$ cat config.mk
export PLATFORM = sky130hd
export DESIGN_NAME = gpio_evt_unit
export DESIGN_NICKNAME = d
export VERILOG_FILES = /design/src/rtl/gpio_evt_pkg.sv /design/src/rtl/gpio_evt_prev.sv /design/src/rtl/gpio_evt_detect.sv /design/src/rtl/gpio_evt_status.sv /design/src/rtl/gpio_evt_irq.sv /design/src/rtl/gpio_evt_unit.sv
export SDC_FILE = /design/constraint.sdc
export NUM_CORES = 1
export LEC_CHECK = 0
export BUFFER_PORTS_ARGS = -buffer_cell sky130_fd_sc_hd__buf_2
export CAP_MARGIN = 20
export CORE_ASPECT_RATIO = 0.7
export CORE_MARGIN = 10
export CORE_UTILIZATION = 40
export CTS_CLUSTER_DIAMETER = 100
export DETAILED_ROUTE_END_ITERATION = 10
export HOLD_SLACK_MARGIN = 0.08
export PLACE_DENSITY_LB_ADDON = 0.15
export SETUP_SLACK_MARGIN = 0.3
export SYNTH_ARGS = -nofsm -noshare
export SYNTH_HDL_FRONTEND = slang
export SYNTH_SLANG_ARGS = --single-unit
$ cat constraint.sdc
create_clock -name clk_i -period 1.45 [get_ports clk_i]
set_clock_uncertainty 0.2 [all_clocks]
set_input_delay 0.0725 -clock clk_i [delete_from_list [all_inputs] [get_ports clk_i]]
set_output_delay 0.0725 -clock clk_i [all_outputs]
set_load 0.005 [all_outputs]
$ cat src/rtl/gpio_evt_pkg.sv
package gpio_evt_pkg;

  typedef enum logic [1:0] {
    EVT_LEVEL = 2'd0,
    EVT_RISE  = 2'd1,
    EVT_BOTH  = 2'd2
  } evt_mode_e;

  function automatic evt_mode_e pin_mode(input logic typ, input logic both);
    if (!typ)     return EVT_LEVEL;
    else if (both) return EVT_BOTH;
    else           return EVT_RISE;
  endfunction

endpackage

$ cat src/rtl/gpio_evt_prev.sv
module gpio_evt_prev #(
  parameter int NPINS = 32
) (
  input  logic             clk_i,
  input  logic             rst_ni,
  input  logic [NPINS-1:0] din_i,
  output logic [NPINS-1:0] prev_o
);
  always_ff @(posedge clk_i or negedge rst_ni) begin
    if (!rst_ni) prev_o <= '0;
    else         prev_o <= din_i;
  end
endmodule

$ cat src/rtl/gpio_evt_detect.sv
module gpio_evt_detect
  import gpio_evt_pkg::*;
#(
  parameter int NPINS = 32
) (
  input  logic [NPINS-1:0] cur_i,
  input  logic [NPINS-1:0] prev_i,
  input  logic [NPINS-1:0] type_i,
  input  logic [NPINS-1:0] both_i,
  output logic [NPINS-1:0] hit_o
);
  for (genvar p = 0; p < NPINS; p++) begin : g_pin
    evt_mode_e mode;
    logic      hit_b;
    assign mode = pin_mode(type_i[p], both_i[p]);
    always_comb begin
      case (mode)
        EVT_LEVEL: hit_b = cur_i[p];
        EVT_RISE:  hit_b = cur_i[p] & ~prev_i[p];
        default:   hit_b = cur_i[p] ^ prev_i[p];
      endcase
    end
    assign hit_o[p] = hit_b;
  end
endmodule

$ cat src/rtl/gpio_evt_status.sv
module gpio_evt_status #(
  parameter int NPINS = 32
) (
  input  logic             clk_i,
  input  logic             rst_ni,
  input  logic [NPINS-1:0] set_i,
  input  logic             clr_we_i,
  input  logic [NPINS-1:0] clr_i,
  output logic [NPINS-1:0] sts_o
);
  logic [NPINS-1:0] clr_eff;
  logic [NPINS-1:0] sts_d;

  assign clr_eff = clr_we_i ? clr_i : '0;
  // set has priority over clear
  assign sts_d   = (sts_o & ~clr_eff) | set_i;

  always_ff @(posedge clk_i or negedge rst_ni) begin
    if (!rst_ni) sts_o <= '0;
    else         sts_o <= sts_d;
  end


  sticky_chk: assert property (@(posedge clk_i) disable iff (!rst_ni)
    1'b1 |=> ((($past(sts_o) & ~sts_o) & ~$past(clr_eff)) == '0));


  set_wins_chk: assert property (@(posedge clk_i) disable iff (!rst_ni)
    (set_i != '0) |=> ((sts_o & $past(set_i)) == $past(set_i)));
endmodule

$ cat src/rtl/gpio_evt_irq.sv
module gpio_evt_irq #(
  parameter int NPINS = 32
) (
  input  logic [NPINS-1:0] sts_i,
  input  logic [NPINS-1:0] en_i,
  output logic             irq_o
);
  assign irq_o = |(sts_i & en_i);
endmodule

$ cat src/rtl/gpio_evt_unit.sv
module gpio_evt_unit #(
  parameter int NPINS = 32
) (
  input  logic             clk_i,
  input  logic             rst_ni,
  input  logic [NPINS-1:0] din_i,
  input  logic [NPINS-1:0] evt_type_i,
  input  logic [NPINS-1:0] evt_both_i,
  input  logic [NPINS-1:0] evt_en_i,
  input  logic             sts_clr_we_i,
  input  logic [NPINS-1:0] sts_clr_i,
  output logic [NPINS-1:0] evt_sts_o,
  output logic             irq_o
);
  logic [NPINS-1:0] prev_q;
  logic [NPINS-1:0] hit;

  gpio_evt_prev #(.NPINS(NPINS)) u_prev (
    .clk_i  (clk_i),
    .rst_ni (rst_ni),
    .din_i  (din_i),
    .prev_o (prev_q)
  );

  gpio_evt_detect #(.NPINS(NPINS)) u_detect (
    .cur_i  (din_i),
    .prev_i (prev_q),
    .type_i (evt_type_i),
    .both_i (evt_both_i),
    .hit_o  (hit)
  );

  gpio_evt_status #(.NPINS(NPINS)) u_status (
    .clk_i    (clk_i),
    .rst_ni   (rst_ni),
    .set_i    (hit),
    .clr_we_i (sts_clr_we_i),
    .clr_i    (sts_clr_i),
    .sts_o    (evt_sts_o)
  );

  gpio_evt_irq #(.NPINS(NPINS)) u_irq (
    .sts_i (evt_sts_o),
    .en_i  (evt_en_i),
    .irq_o (irq_o)
  );


  level_sets_chk: assert property (@(posedge clk_i) disable iff (!rst_ni)
    ((din_i & ~evt_type_i) != '0) |=>
      ((evt_sts_o & $past(din_i & ~evt_type_i)) == $past(din_i & ~evt_type_i)));


  irq_needs_sts_chk: assert property (@(posedge clk_i) disable iff (!rst_ni)
    irq_o |-> ((evt_sts_o & evt_en_i) != '0));


  no_en_no_irq_chk: assert property (@(posedge clk_i) disable iff (!rst_ni)
    (evt_en_i == '0) |-> !irq_o);


  reset_clear_chk: assert property (@(posedge clk_i)
    !rst_ni |-> (evt_sts_o == '0 && !irq_o));
endmodule

Word level (Yosys, flattened, before mapping)
Cells that the tools add are included.
{ "word_totals": {"register_bits": 64, "inputBits": 163, "output_inout_bits": 33, "word_cells": 264} }
{ "classes": {"n_eq_ne": 32, "muxes": 97, "bitwise_logic": 100, "reduce_logical": 33} }
{ "op_table": {"columns": ["operator", "n"], "rows": [
  ["$mux W2", 64],
  ["$and A32 B32 Y32", 2],
  ["$eq A2 B1 Y1 const B", 32],
  ["$logic_not A2 Y1", 32],
  ["$pmux W1 S2", 32],
  ["$and A1 B1 Y1", 32],
  ["$mux W32", 1],
  ["$not A1 Y1", 32],
  ["$not A32 Y32", 1],
  ["$or A32 B32 Y32", 1],
  ["$reduce_or A32 Y1", 1],
  ["$xor A1 B1 Y1", 32]
]} }

Depth between registers and ports, before layout
Gate-level depths: netlist of run 1.
{ "logic_depth": {"depth_word": 5, "ltp_mapped": 5, "ltp_nobuf": 5} }

Cells and area by module
A second synthesis of run 1 with hierarchy kept.
{ "unflattened": {"hier_cells": 376, "hier_area_um2": 3642.2} }
{ "modules_own_cells": {"columns": ["module", "instances", "cells_each", "area_per_inst_um2", "seq_area_each_um2"], "rows": [
  ["gpio_evt_detect", 1, 224, 1488.9, 0.0],
  ["gpio_evt_status", 1, 99, 1194.9, 800.8],
  ["gpio_evt_prev", 1, 32, 800.8, 800.8],
  ["gpio_evt_irq", 1, 21, 157.7, 0.0]
]} }

Least setup slack after synthesis of run 1
No wires, ideal clock.
{ "synth_path": {"path_type": "register to output", "startpoint": "register u_status.sts_o[3]", "endpoint": "output port irq_o", "arrival_ns": 1.169, "required_ns": 1.178, "path_slack_ns": 0.008, "stages_incl_launch_ff": 4, "n_path_buf": 0, "cell_sequence": "dfrtp_1 a22oi_1 nand4_1 or4_1"} }
{ "synth_via": {"elab_chain_len": 2} }
{ "synth_rtl": {"columns": ["element", "line_no", "text"], "rows": [
  ["start: declaration", "gpio_evt_status.sv:9", "output logic [NPINS-1:0] sts_o"],
  ["start signal: assignment", "gpio_evt_status.sv:20", "else sts_o <= sts_d;"],
  ["$and A32 B32 Y32", "gpio_evt_irq.sv:8", "assign irq_o = |(sts_i & en_i);"],
  ["$reduce_or A32 Y1", "gpio_evt_irq.sv:8", null],
  ["end: declaration", "gpio_evt_unit.sv:13", "output logic irq_o"]
]} }
Every way passes these cells.

Worst setup path in the final report of run 1
{ "layout_path": {"startpoint": "register u_status.sts_o[1]", "endpoint": "output port irq_o"} }
The elaborated chain is that of the path after synthesis.

==> reports/results.tsv, run 1 <==
stage	metric	value	unit
worst_hold_path	Hold Path Class	in -> reg	
placed_design	dpl cell area	4712	um2
placed_design	GPL Wtd Cong	0.8225	
floorplanning	core area	8040	um2
global_routing	vias in the first global route	4470	
sta	Least-Margin Pin Slew	0.3567	ns
cells_and_area	Nets	872	
outcome	status	complete, but fails checks	
global_routing	gr usage total	22.64	%
sta	Tmin final	2.026	ns
setup_path	worst r2r src	u_prev.prev_o[14]$_DFF_PN0_	
sta	setup ws final	-0.5764	ns
floorplanning	num rows	27	
synth	largest area contributor in the netlist	dfrtp_1	
setup_path	R2R Path End	u_status.sts_o[14]$_DFF_PN0_	
cells_and_area	share of cells above drive strength 1	41.47	%
setup_path	critical path class	reg -> out	
routing	drt drc	0	
cells_and_area	cell area after layout	6818	um2
routing	WL final	15.48	mm
setup_path	Crit. End Element	output port	
clock_tree	CTS tree	built	
routing	Via density	5.025	
sta	fin crit share	139.8	%
cells_and_area	most frequent cells in the layout	buf_2 (165), dlygate4sd3_1 (128), dfrtp_1 (64), buf_6 (60), inv_1 (50)	
setup_path	data arrival time of the critical path	1.75	ns
clock_tree	hold-fix buffer count after cts	128	
setup_path	CP startpoint kind	register	
cells_and_area	Finished Layout Cells	785	
floorplanning	die area	12550	um2
synth	cells after synthesis	312	
global_routing	first-pass GRT wire length	22.52	mm
placed_design	port bufs	195	
placed_design	Cells after DPL	636	
sta	Highest Clock Rate	493.5	MHz
setup_path	data required time of the worst path	1.18	ns
synth	Syn Nets	507	
outcome	failing checks	negative hold slack, negative setup slack	
job	Max-Cap Viols	0	
routing	router iterations before antenna repair	4	
cells_and_area	Area Overhead vs Synth	102.5	%
routing	initial DRC count	182	
setup_path	Critical Path End	irq_o	
clock_tree	Clock Latency Late Sink	0.33	ns
placed_design	DP HPWL	8.872	mm
synth	Ys Warns	0	
floorplanning	die width	129.7	um
clock_tree	TritonCTS buffer count	9	
synth	Syn Area/Cell	10.79	um2
synth	synth top area cells	dfrtp_1 (48%), ha_1 (12%), a221o_1 (9.2%)	
floorplanning	Initial Util	41.88	%
synth	Synth cell types	15	
sta	worst rel slew slack	76.22	%
clock_tree	maximum clock insertion buffer count	2	
clock_tree	Clk pin slew, worst setup/hold paths	0.05	ns
global_routing	largest net degree at the start of global routing	65	
sta	Final Max Tran Viols	0	
synth	top cell type's share of synthesized area	47.57	%
power_and_ir_drop	Overall Power	5.746	mW
routing	ANT nets after route	0	
placed_design	pre-CTS setup slack	-0.2636	ns
routing	vias post-DR	3945	
synth	flops & latches, synth	64	
clock_tree	Root Driver	clkbuf_16	
setup_path	CP Max Fanout	2	
setup_path	Reg2Reg Depth	4	
power_and_ir_drop	Pwr Density	842.8	nW/um2
synth	Seq/Total Area, Yosys	47.57	%
setup_path	CP startpoint	u_status.sts_o[1]$_DFF_PN0_	
clock_tree	clk sinks	64	
floorplanning	io pins	196	
sta	final setup fails	1	
global_routing	antenna violations before repair	3	
cells_and_area	share of the core filled with cells	84.80	%
clock_tree	H-tree levels	3	
synth	mapped cell area	3367	um2
sta	setup TNS	-0.5764	ns
global_routing	total gr overflow	0	
power_and_ir_drop	Worst VDD drop	670.5	uV
sta	RSZ-0062 raised after global routing	yes	
routing	routed len/inst	19.72	um
sta	final hold slack	-0.01239	ns
power_and_ir_drop	Pleak	3.362	nW
sta	endpoints failing hold	1	
floorplanning	Die Ht	96.76	um
cells_and_area	commonest non-fill, non-tap cell in the layout	buf_2	
setup_path	reg-to-reg slack, setup	0.03	ns
## worst max-delay path, cell delays in order (launching register included)
cell     delay, ns
dfrtp_1       0.41
a22oi_2       0.18
nand4_1       0.17
or4_1         0.51
buf_2         0.16
## cells by family after synthesis
| group | count (synthesis) | synth area share, % |
|---|---|---|
| AO/OA/AOI/OAI | 51 | 13.86 |
| adder cells (fa/ha/maj) | 32 | 11.89 |
| buffers and inverters | 64 | 7.246 |
| flip-flops | 64 | 47.57 |
| multiplexers | 29 | 8.621 |
| AND/OR/NAND/NOR | 72 | 10.81 |
## synth_stat cells
cell type	number
a21oi_1	3
a221o_1	31
a221o_2	1
a22oi_1	14
a22oi_2	2
buf_2	3
dfrtp_1	64
ha_1	32
inv_1	61
mux2i_1	29
nand2_1	32
nand4_1	4
nor2_1	3
nor2b_1	32
or4_1	1
## area by class of cell
cell class / instances / area [um2]
Timing Repair Buffer: 357 / 2838
Multi-Input combinational cell: 184 / 1739
Sequential cell: 64 / 1602
Fill cell: 399 / 1222
Antenna cell: 4 / 10.01
Clock buffer: 14 / 274.0
Tap cell: 101 / 126.4
Inverter: 61 / 229.0
## power breakdown
group	internal (mW)	total [mW]	switching [mW]
Sequential	1.94	2.05	0.110
Combinational	1.07	1.71	0.639
Clock	1.28	1.98	0.707
## metal layers
| metal | up-vias | track usage, % | part of all wire (%) | routed length, um |
|---|---|---|---|---|
| li1 | 1825 | - | - | - |
| met1 | 1884 | 23.56 | 36 | 5649 |
| met2 | 187 | 39.12 | 51 | 7912 |
| met3 | 49 | 9.249 | 8.9 | 1384 |
| met4 | 0 | 9.675 | 3.4 | 531 |
| met5 | - | 0 | 0 | 0 |
## sequential cells by signal (all words and copies together) (netlist names)
| name | count |
|---|---|
| u_status.sts_o | 32 |
| u_prev.prev_o | 32 |
## worst min path at each step
| stage | startpoint | end | slack [ns] | cells after the start |
|---|---|---|---|---|
| 6_report | evt_both_i[3] | u_status.sts_o[3]$_DFF_PN0_ | -0.01 | 3 |
| 5_1_grt | evt_both_i[3] | u_status.sts_o[3]$_DFF_PN0_ | -0.01 | 3 |
| 4_1_cts | evt_both_i[3] | u_status.sts_o[3]$_DFF_PN0_ | -0.03 | 3 |
| 3_5_place_dp | rst_ni | u_prev.prev_o[18]$_DFF_PN0_ | -0.08 | 2 |
| 3_3_place_gp | rst_ni | u_prev.prev_o[14]$_DFF_PN0_ | -0.09 | 2 |
| 2_1_floorplan | rst_ni | u_prev.prev_o[0]$_DFF_PN0_ | -0.42 | 0 |
## repair_timing
action                                  4_1_cts  5_1_grt
buffers inserted                              1        2
endpoints found under the hold margin       128        1
gates cloned                                  0        0
endpoints found under the setup margin       63       65
pin swaps                                     3       16
resized for setup                            64       39
Power figures use the tool's default switching activity.
==> run 2, diff against run 1 <==
Settings changed: ABC_AREA set to 1.
==> reports/results.tsv, run 2 <==
stage	metric	value	unit	change
outcome	status	complete, but fails checks		unchanged
outcome	failing checks	negative hold slack, negative setup slack		unchanged
clock_tree	H-tree levels	3		unchanged
job	Max-Cap Viols	0		unchanged
power_and_ir_drop	Flop pwr share	36.1	%	was 35.8%
setup_path	data required time of the worst path	1.18	ns	about the same
clock_tree	CTS tree	built		unchanged
cells_and_area	Area Overhead vs Synth	86.86	%	was 102.5%
sta	final setup fails	1		unchanged
cells_and_area	Largest regs	u_prev.prev_o: 32 flops, u_status.sts_o: 32 flops		unchanged
clock_tree	Clk pin slew, worst setup/hold paths	0.05	ns	about the same
floorplanning	num rows	28		was 27
floorplanning	die width	132.0	um	was 129.7 um
cells_and_area	commonest non-fill, non-tap cell in the layout	buf_2		unchanged
synth	largest area contributor in the netlist	dfrtp_1		unchanged
sta	worst rel slew slack	74.75	%	was 76.22%
placed_design	pre-CTS setup slack	0.1161	ns	was -0.2636 ns
global_routing	antenna violations before repair	2		was 3
clock_tree	Root Driver	clkbuf_16		unchanged
routing	WL final	15.07	mm	was 15.48 mm
sta	RSZ-0062 raised after global routing	yes		unchanged
routing	drt drc	0		unchanged
power_and_ir_drop	switch share	26.31	%	was 25.32%
setup_path	CP Max Fanout	3		was 2
clock_tree	maximum clock insertion buffer count	2		unchanged
routing	routed len/inst	17.57	um	was 19.72 um
synth	ys async rst share	100.0	%	unchanged
placed_design	GPL Wtd Cong	0.8280		was 0.8225
floorplanning	Initial Util	41.27	%	was 41.88%
routing	vias post-DR	4155		was 3945
power_and_ir_drop	Logic pwr share	25.4	%	was 29.7%
routing	initial DRC count	225		was 182
cells_and_area	Nets	926		was 872
floorplanning	io pins	196		unchanged
synth	most common cell in the synthesized netlist	nand2_1		was dfrtp_1
power_and_ir_drop	Clock Power Share	38.5	%	was 34.5%
worst_hold_path	Hold Path Stages	4		was 3
cells_and_area	most frequent cells in the layout	buf_2 (189), dlygate4sd3_1 (129), nand2_1 (116), nand3b_1 (64), dfrtp_1 (64)		was buf_2 (165), dlygate4sd3_1 (128), dfrtp_1 (64), buf_6 (60), inv_1 (50)
synth	synth top area cells	dfrtp_1 (46%), nand3b_1 (14%), nand2_1 (13%)		was dfrtp_1 (48%), ha_1 (12%), a221o_1 (9.2%)
sta	setup ws final	-0.1645	ns	was -0.5764 ns
setup_path	critical path class	reg -> out		unchanged
synth	flops & latches, synth	64		unchanged
sta	Least-Margin Pin Slew	0.3788	ns	was 0.3567 ns
routing	ANT nets after route	0		unchanged
routing	Via density	4.843		was 5.025
synth	top cell type's share of synthesized area	45.58	%	was 47.57%
sta	setup TNS	-0.1645	ns	was -0.5764 ns
clock_tree	Clock Latency Late Sink	0.33	ns	about the same
setup_path	Reg2Reg Depth	4		unchanged
power_and_ir_drop	Worst VDD drop	678.7	uV	was 670.5 uV
synth	Syn Area/Cell	9.102	um2	was 10.79 um2
global_routing	vias in the first global route	4548		was 4470
synth	Syn Nets	581		was 507
sta	Final Max Tran Viols	0		unchanged
clock_tree	clk sinks	64		unchanged
sta	endpoints failing hold	1		unchanged
placed_design	port bufs	195		unchanged
routing	router iterations before antenna repair	4		unchanged
sta	Highest Clock Rate	619.4	MHz	was 493.5 MHz
sta	final hold slack	-0.001238	ns	was -0.01239 ns
power_and_ir_drop	Pleak	3.353	nW	was 3.362 nW
setup_path	data arrival time of the critical path	1.34	ns	was 1.75 ns
power_and_ir_drop	Pint	4.174	mW	was 4.291 mW
synth	ys flop type	dfrtp_1		unchanged
global_routing	largest net degree at the start of global routing	65		unchanged
sta	fin crit share	111.3	%	was 139.8%
synth	mapped cell area	3513	um2	was 3367 um2
cells_and_area	share of cells above drive strength 1	34.92	%	was 41.47%
power_and_ir_drop	Pwr Density	862.8	nW/um2	was 842.8 nW/um2
synth	top cells by count, synth	nand2_1 (117), dfrtp_1 (64), inv_1 (64), nand3b_1 (64)		was dfrtp_1 (64), inv_1 (61), ha_1 (32), nand2_1 (32), nor2b_1 (32)
global_routing	total gr overflow	0		unchanged
power_and_ir_drop	NetSw	1.490	mW	was 1.455 mW
placed_design	DP HPWL	9.332	mm	was 8.872 mm
power_and_ir_drop	Overall Power	5.664	mW	was 5.746 mW
synth	cells after synthesis	386		was 312
synth	EDFF count, synth	0		unchanged
clock_tree	TritonCTS buffer count	9		unchanged
floorplanning	Die Ht	98.41	um	was 96.76 um
global_routing	gr usage total	21.59	%	was 22.64%
setup_path	CP startpoint kind	register		unchanged
worst_hold_path	Hold Path Class	in -> reg		unchanged
floorplanning	die area	12990	um2	was 12550 um2
floorplanning	core area	8513	um2	was 8040 um2
setup_path	Crit. End Element	output port		unchanged
sta	Tmin final	1.614	ns	was 2.026 ns
synth	Ys Warns	0		unchanged
synth	Synth cell types	8		was 15
global_routing	first-pass GRT wire length	22.71	mm	was 22.52 mm
synth	Seq/Total Area, Yosys	45.58	%	was 47.57%
## run 2: changes by cell type after synthesis, sizes merged, moves of 16 or more
cell and change:
nand2 +85, nand3b +64, a221o -32, nor2b -32
o2111ai +32, mux2i -29, a22oi -16
## run 2: layer usage
metal / track usage [%] / share of wire [%] / vias to the layer above
li1: - / - / 1992
met1: 23.00 / 38 / 1940
met2: 38.22 / 51 / 190
met3: 8.671 / 8.6 / 33
met4: 7.587 / 2.2 / 0
met5: 0 / 0 / -
## run 2: logic make-up (layout without fill, tap and decap cells)
logic type	after synthesis	after routing	synth area share, %
and+or+nand+nor	191	191	27.24
buffers and inverters	67	417	7.799
DFF	64	64	45.58
adders and majority gates	32	32	11.40
AOI/OAI and AO/OA	32	32	7.977
other	0	2	0
## run 2: repair_timing
| item | in CTS | in global routing |
|---|---|---|
| setup buffers | 4 | 6 |
| endpoints found under the setup margin | 17 | 63 |
| hold buffers | 129 | 32 |
| pin swaps | 3 | 8 |
| resized for setup | 12 | 34 |
| hold endpoints to repair | 128 | 64 |
## run 2: final cells by class
| class | instances | area (um2) |
|---|---|---|
| inverters | 64 | 240.2 |
| clock buffers | 13 | 260.3 |
| diodes | 2 | 5.005 |
| flip-flops and latches | 64 | 1602 |
| multi-input cells | 255 | 1834 |
| clock inverters | 3 | 40.04 |
| well taps | 120 | 150.1 |
| fillers | 574 | 1948 |
| repair buffers | 337 | 2434 |
## run 2: power by group through the flow
stage	combinational (mW)	clock (mW)	sequential (mW)
detailed placement	0.922	0	2.07
global route	1.58	2.31	2.06
CTS	1.25	2.23	2.04
floorplan	0.364	0	2.07
finish	1.44	2.18	2.04
global placement	0.902	0	2.06
## run 2: worst paths after layout
check	slack [ns]	startpoint	end
worst max-delay path	-0.16	u_status.sts_o[22]$_DFF_PN0_	irq_o
worst min-delay path	-0.001	sts_clr_we_i	u_status.sts_o[1]$_DFF_PN0_
worst max register to register	0.19	u_prev.prev_o[19]$_DFF_PN0_	u_status.sts_o[19]$_DFF_PN0_
worst min register to register	0.33	u_status.sts_o[26]$_DFF_PN0_	u_status.sts_o[26]$_DFF_PN0_
max in group asynchronous	0.62	rst_ni	u_prev.prev_o[9]$_DFF_PN0_
min in group asynchronous	0.11	rst_ni	u_prev.prev_o[1]$_DFF_PN0_
## run 2: critical path, cell delays in order (launching register included)
cell,delay [ns]
dfrtp_1,0.39
nand2_1,0.12
nand2_2,0.08
nor2_2,0.09
nand2_1,0.06
nor2_1,0.09
nand2_1,0.05
buf_2,0.13
## run 2: stage by stage
stage	utilization, %	cell area [um2]	cells	hold slack [ns]
floorplan	-	3513	386	-0.4231
global placement	54.51	4641	701	-0.07874
detailed placement	54.51	4641	701	-0.08050
CTS	74.28	6324	850	-0.01579
global route	77.12	6565	858	0.02406
finish	77.12	6565	858	-0.001238
==> run 3, diff against run 2 <==
Settings changed: MAX_ROUTING_LAYER set to met4.
==> reports/results.tsv, run 3 (synthesized netlist as in run 2, its figures left out) <==
stage	metric	value	unit	change
sta	setup TNS	-0.1711	ns	was -0.1645 ns
power_and_ir_drop	Overall Power	5.623	mW	was 5.664 mW
power_and_ir_drop	Pint	4.148	mW	was 4.174 mW
clock_tree	H-tree levels	3		unchanged
clock_tree	Clock Latency Late Sink	0.33	ns	about the same
power_and_ir_drop	switch share	26.22	%	was 26.31%
routing	post-route met1 wirelength	5.722	mm	was 5.744 mm
clock_tree	TritonCTS buffer count	9		unchanged
cells_and_area	FILL cells	589		was 574
placed_design	port bufs	195		unchanged
setup_path	R2R Path End	u_status.sts_o[20]$_DFF_PN0_		was u_status.sts_o[19]$_DFF_PN0_
placed_design	GPL Wtd Cong	0.8406		was 0.8280
global_routing	first-pass GRT wire length	22.64	mm	was 22.71 mm
cells_and_area	Largest regs	u_prev.prev_o: 32 flops, u_status.sts_o: 32 flops		unchanged
sta	worst rel slew slack	75.28	%	was 74.75%
outcome	status	complete, but fails checks		unchanged
sta	Least-Margin Pin Slew	0.3708	ns	was 0.3788 ns
sta	RSZ-0062 raised after global routing	yes		unchanged
routing	ANT nets after route	0		unchanged
routing	routed len/inst	17.47	um	was 17.57 um
floorplanning	num rows	28		unchanged
cells_and_area	most frequent cells in the layout	buf_2 (191), dlygate4sd3_1 (129), nand2_1 (116), nand3b_1 (64), dfrtp_1 (64)		was buf_2 (189), dlygate4sd3_1 (129), nand2_1 (116), nand3b_1 (64), dfrtp_1 (64)
setup_path	Crit. End Element	output port		unchanged
floorplanning	Die Ht	98.41	um	unchanged
floorplanning	die area	12990	um2	unchanged
routing	router iterations before antenna repair	6		was 4
routing	WL final	14.92	mm	was 15.07 mm
setup_path	data arrival time of the critical path	1.35	ns	was 1.34 ns
setup_path	CP Max Fanout	3		unchanged
power_and_ir_drop	NetSw	1.474	mW	was 1.490 mW
clock_tree	CTS tree	built		unchanged
routing	initial DRC count	263		was 225
sta	Tmin final	1.621	ns	was 1.614 ns
placed_design	pre-CTS setup slack	0.1161	ns	unchanged
routing	met2 wire length	7.665	mm	was 7.706 mm
cells_and_area	Nets	922		was 926
cells_and_area	share of the core filled with cells	76.57	%	was 77.12%
sta	final hold slack	-0.004478	ns	was -0.001238 ns
setup_path	worst r2r src	u_prev.prev_o[20]$_DFF_PN0_		was u_prev.prev_o[19]$_DFF_PN0_
setup_path	critical path class	reg -> out		unchanged
sta	setup ws final	-0.1711	ns	was -0.1645 ns
setup_path	reg-to-reg slack, setup	0.15	ns	was 0.19 ns
setup_path	slowest stage cell, crit path	dfrtp_1		unchanged
cells_and_area	share of cells above drive strength 1	34.56	%	was 34.92%
setup_path	Critical Path Most Common Cell	nand2_1		unchanged
setup_path	CP Cell Sequence	nand2_1 -> nand2_1 -> nor2_2 -> nand2_1 -> nor2_1 -> nand2_1 -> buf_2		was nand2_1 -> nand2_2 -> nor2_2 -> nand2_1 -> nor2_1 -> nand2_1 -> buf_2
clock_tree	clk sinks	64		unchanged
power_and_ir_drop	Worst VDD drop	679.5	uV	was 678.7 uV
setup_path	data required time of the worst path	1.18	ns	about the same
placed_design	DP HPWL	9.332	mm	unchanged
setup_path	max incr delay on CP	0.40	ns	was 0.39 ns
cells_and_area	commonest non-fill, non-tap cell in the layout	buf_2		unchanged
sta	Highest Clock Rate	616.9	MHz	was 619.4 MHz
cells_and_area	Register Area	1602	um2	unchanged
setup_path	CP startpoint kind	register		unchanged
power_and_ir_drop	Pwr Density	862.5	nW/um2	was 862.8 nW/um2
cells_and_area	Multi-input gate area	1834	um2	unchanged
worst_hold_path	Worst Min Path Start	sts_clr_we_i		unchanged
clock_tree	Root Driver	clkbuf_16		unchanged
placed_design	Cells after DPL	701		unchanged
power_and_ir_drop	Pleak	3.328	nW	was 3.353 nW
routing	vias post-DR	4145		was 4155
power_and_ir_drop	Flop pwr share	36.4	%	was 36.1%
sta	endpoints failing hold	1		unchanged
worst_hold_path	Hold Path Stages	4		unchanged
global_routing	largest net degree at the start of global routing	65		unchanged
worst_hold_path	Hold Path Class	in -> reg		unchanged
outcome	failing checks	negative hold slack, negative setup slack		unchanged
sta	final setup fails	1		unchanged
floorplanning	Initial Util	41.27	%	unchanged
routing	Via density	4.854		was 4.843
global_routing	gr usage total	22.23	%	was 21.59%
job	Max-Cap Viols	0		unchanged
cells_and_area	Finished Layout Cells	854		was 858
setup_path	Reg2Reg Depth	4		unchanged
global_routing	antenna violations before repair	2		unchanged
floorplanning	io pins	196		unchanged
routing	drt drc	0		unchanged
floorplanning	core area	8513	um2	unchanged
clock_tree	Clk pin slew, worst setup/hold paths	0.05	ns	about the same
cells_and_area	cell area after layout	6519	um2	was 6565 um2
power_and_ir_drop	Clock Power Share	38.8	%	was 38.5%
placed_design	dpl cell area	4641	um2	unchanged
floorplanning	die width	132.0	um	unchanged
clock_tree	maximum clock insertion buffer count	2		unchanged
global_routing	total gr overflow	0		unchanged
routing	uppermost layer routed	met4		unchanged
cells_and_area	Area Overhead vs Synth	85.54	%	was 86.86%
power_and_ir_drop	Logic pwr share	24.8	%	was 25.4%
sta	fin crit share	111.8	%	was 111.3%
global_routing	vias in the first global route	4568		was 4548
sta	Final Max Tran Viols	0		unchanged
worst_hold_path	Hold EP	u_status.sts_o[1]$_DFF_PN0_		unchanged
routing	wire length on met3	1.190	mm	was 1.292 mm
==> run 3: cell count changes in the layout (fill, tap and decap cells not counted), sizes merged <==
| cell | previous run | this run |
|---|---|---|
| buf | 208 | 204 |
==> run 3: worst max-delay path, delay by kind of cell, from the launching register on <==
kind	cells	cell delay [ns]
DFF	1	0.40
buffers and inverters	1	0.13
and+or+nand+nor	6	0.51
==> run 3: worst max path at each step <==
| stage | startpoint | slack (ns) | end | cells after the start |
|---|---|---|---|---|
| 2_1_floorplan | u_prev.prev_o[0]$_DFF_PN0_ | 0.37 | u_status.sts_o[0]$_DFF_PN0_ | 4 |
| 5_1_grt | u_status.sts_o[22]$_DFF_PN0_ | -0.28 | irq_o | 7 |
| 3_3_place_gp | u_status.sts_o[17]$_DFF_PN0_ | 0.14 | irq_o | 7 |
| 6_report | u_status.sts_o[16]$_DFF_PN0_ | -0.17 | irq_o | 7 |
| 4_1_cts | u_status.sts_o[8]$_DFF_PN0_ | -0.17 | irq_o | 7 |
| 3_5_place_dp | u_status.sts_o[16]$_DFF_PN0_ | 0.12 | irq_o | 7 |
==> run 3: power by group through the flow <==
stage	Sequential, mW	Clock [mW]	Combinational [mW]
2_1_floorplan	2.07	0	0.364
3_3_place_gp	2.06	0	0.902
3_5_place_dp	2.07	0	0.922
4_1_cts	2.04	2.23	1.25
5_1_grt	2.07	2.31	1.53
6_report	2.05	2.18	1.40
==> run 3: routing by layer <==
metal  up-vias  track usage (%)
li1       1983                -
met1      1942            23.82
met2       183            38.22
met3        37            7.252
met4         0            7.587
met5         -                -
==> run 3: timing repair <==
action | 4_1_cts | 5_1_grt
endpoints found under the setup margin | 17 | 63
resized for setup | 12 | 31
endpoints found under the hold margin | 128 | 64
pin swaps | 3 | 7
hold buffers | 129 | 32
buffers inserted | 4 | 2
==> run 3: final cells by class <==
| class | instances | area share (%) |
|---|---|---|
| clock buffers | 13 | 3.992 |
| flip-flops and latches | 64 | 24.57 |
| well taps | 120 | 2.303 |
| inverters | 64 | 3.685 |
| multi-input cells | 255 | 28.14 |
| repair buffers | 333 | 36.62 |
| clock inverters | 3 | 0.6142 |
| diodes | 2 | 0.07678 |
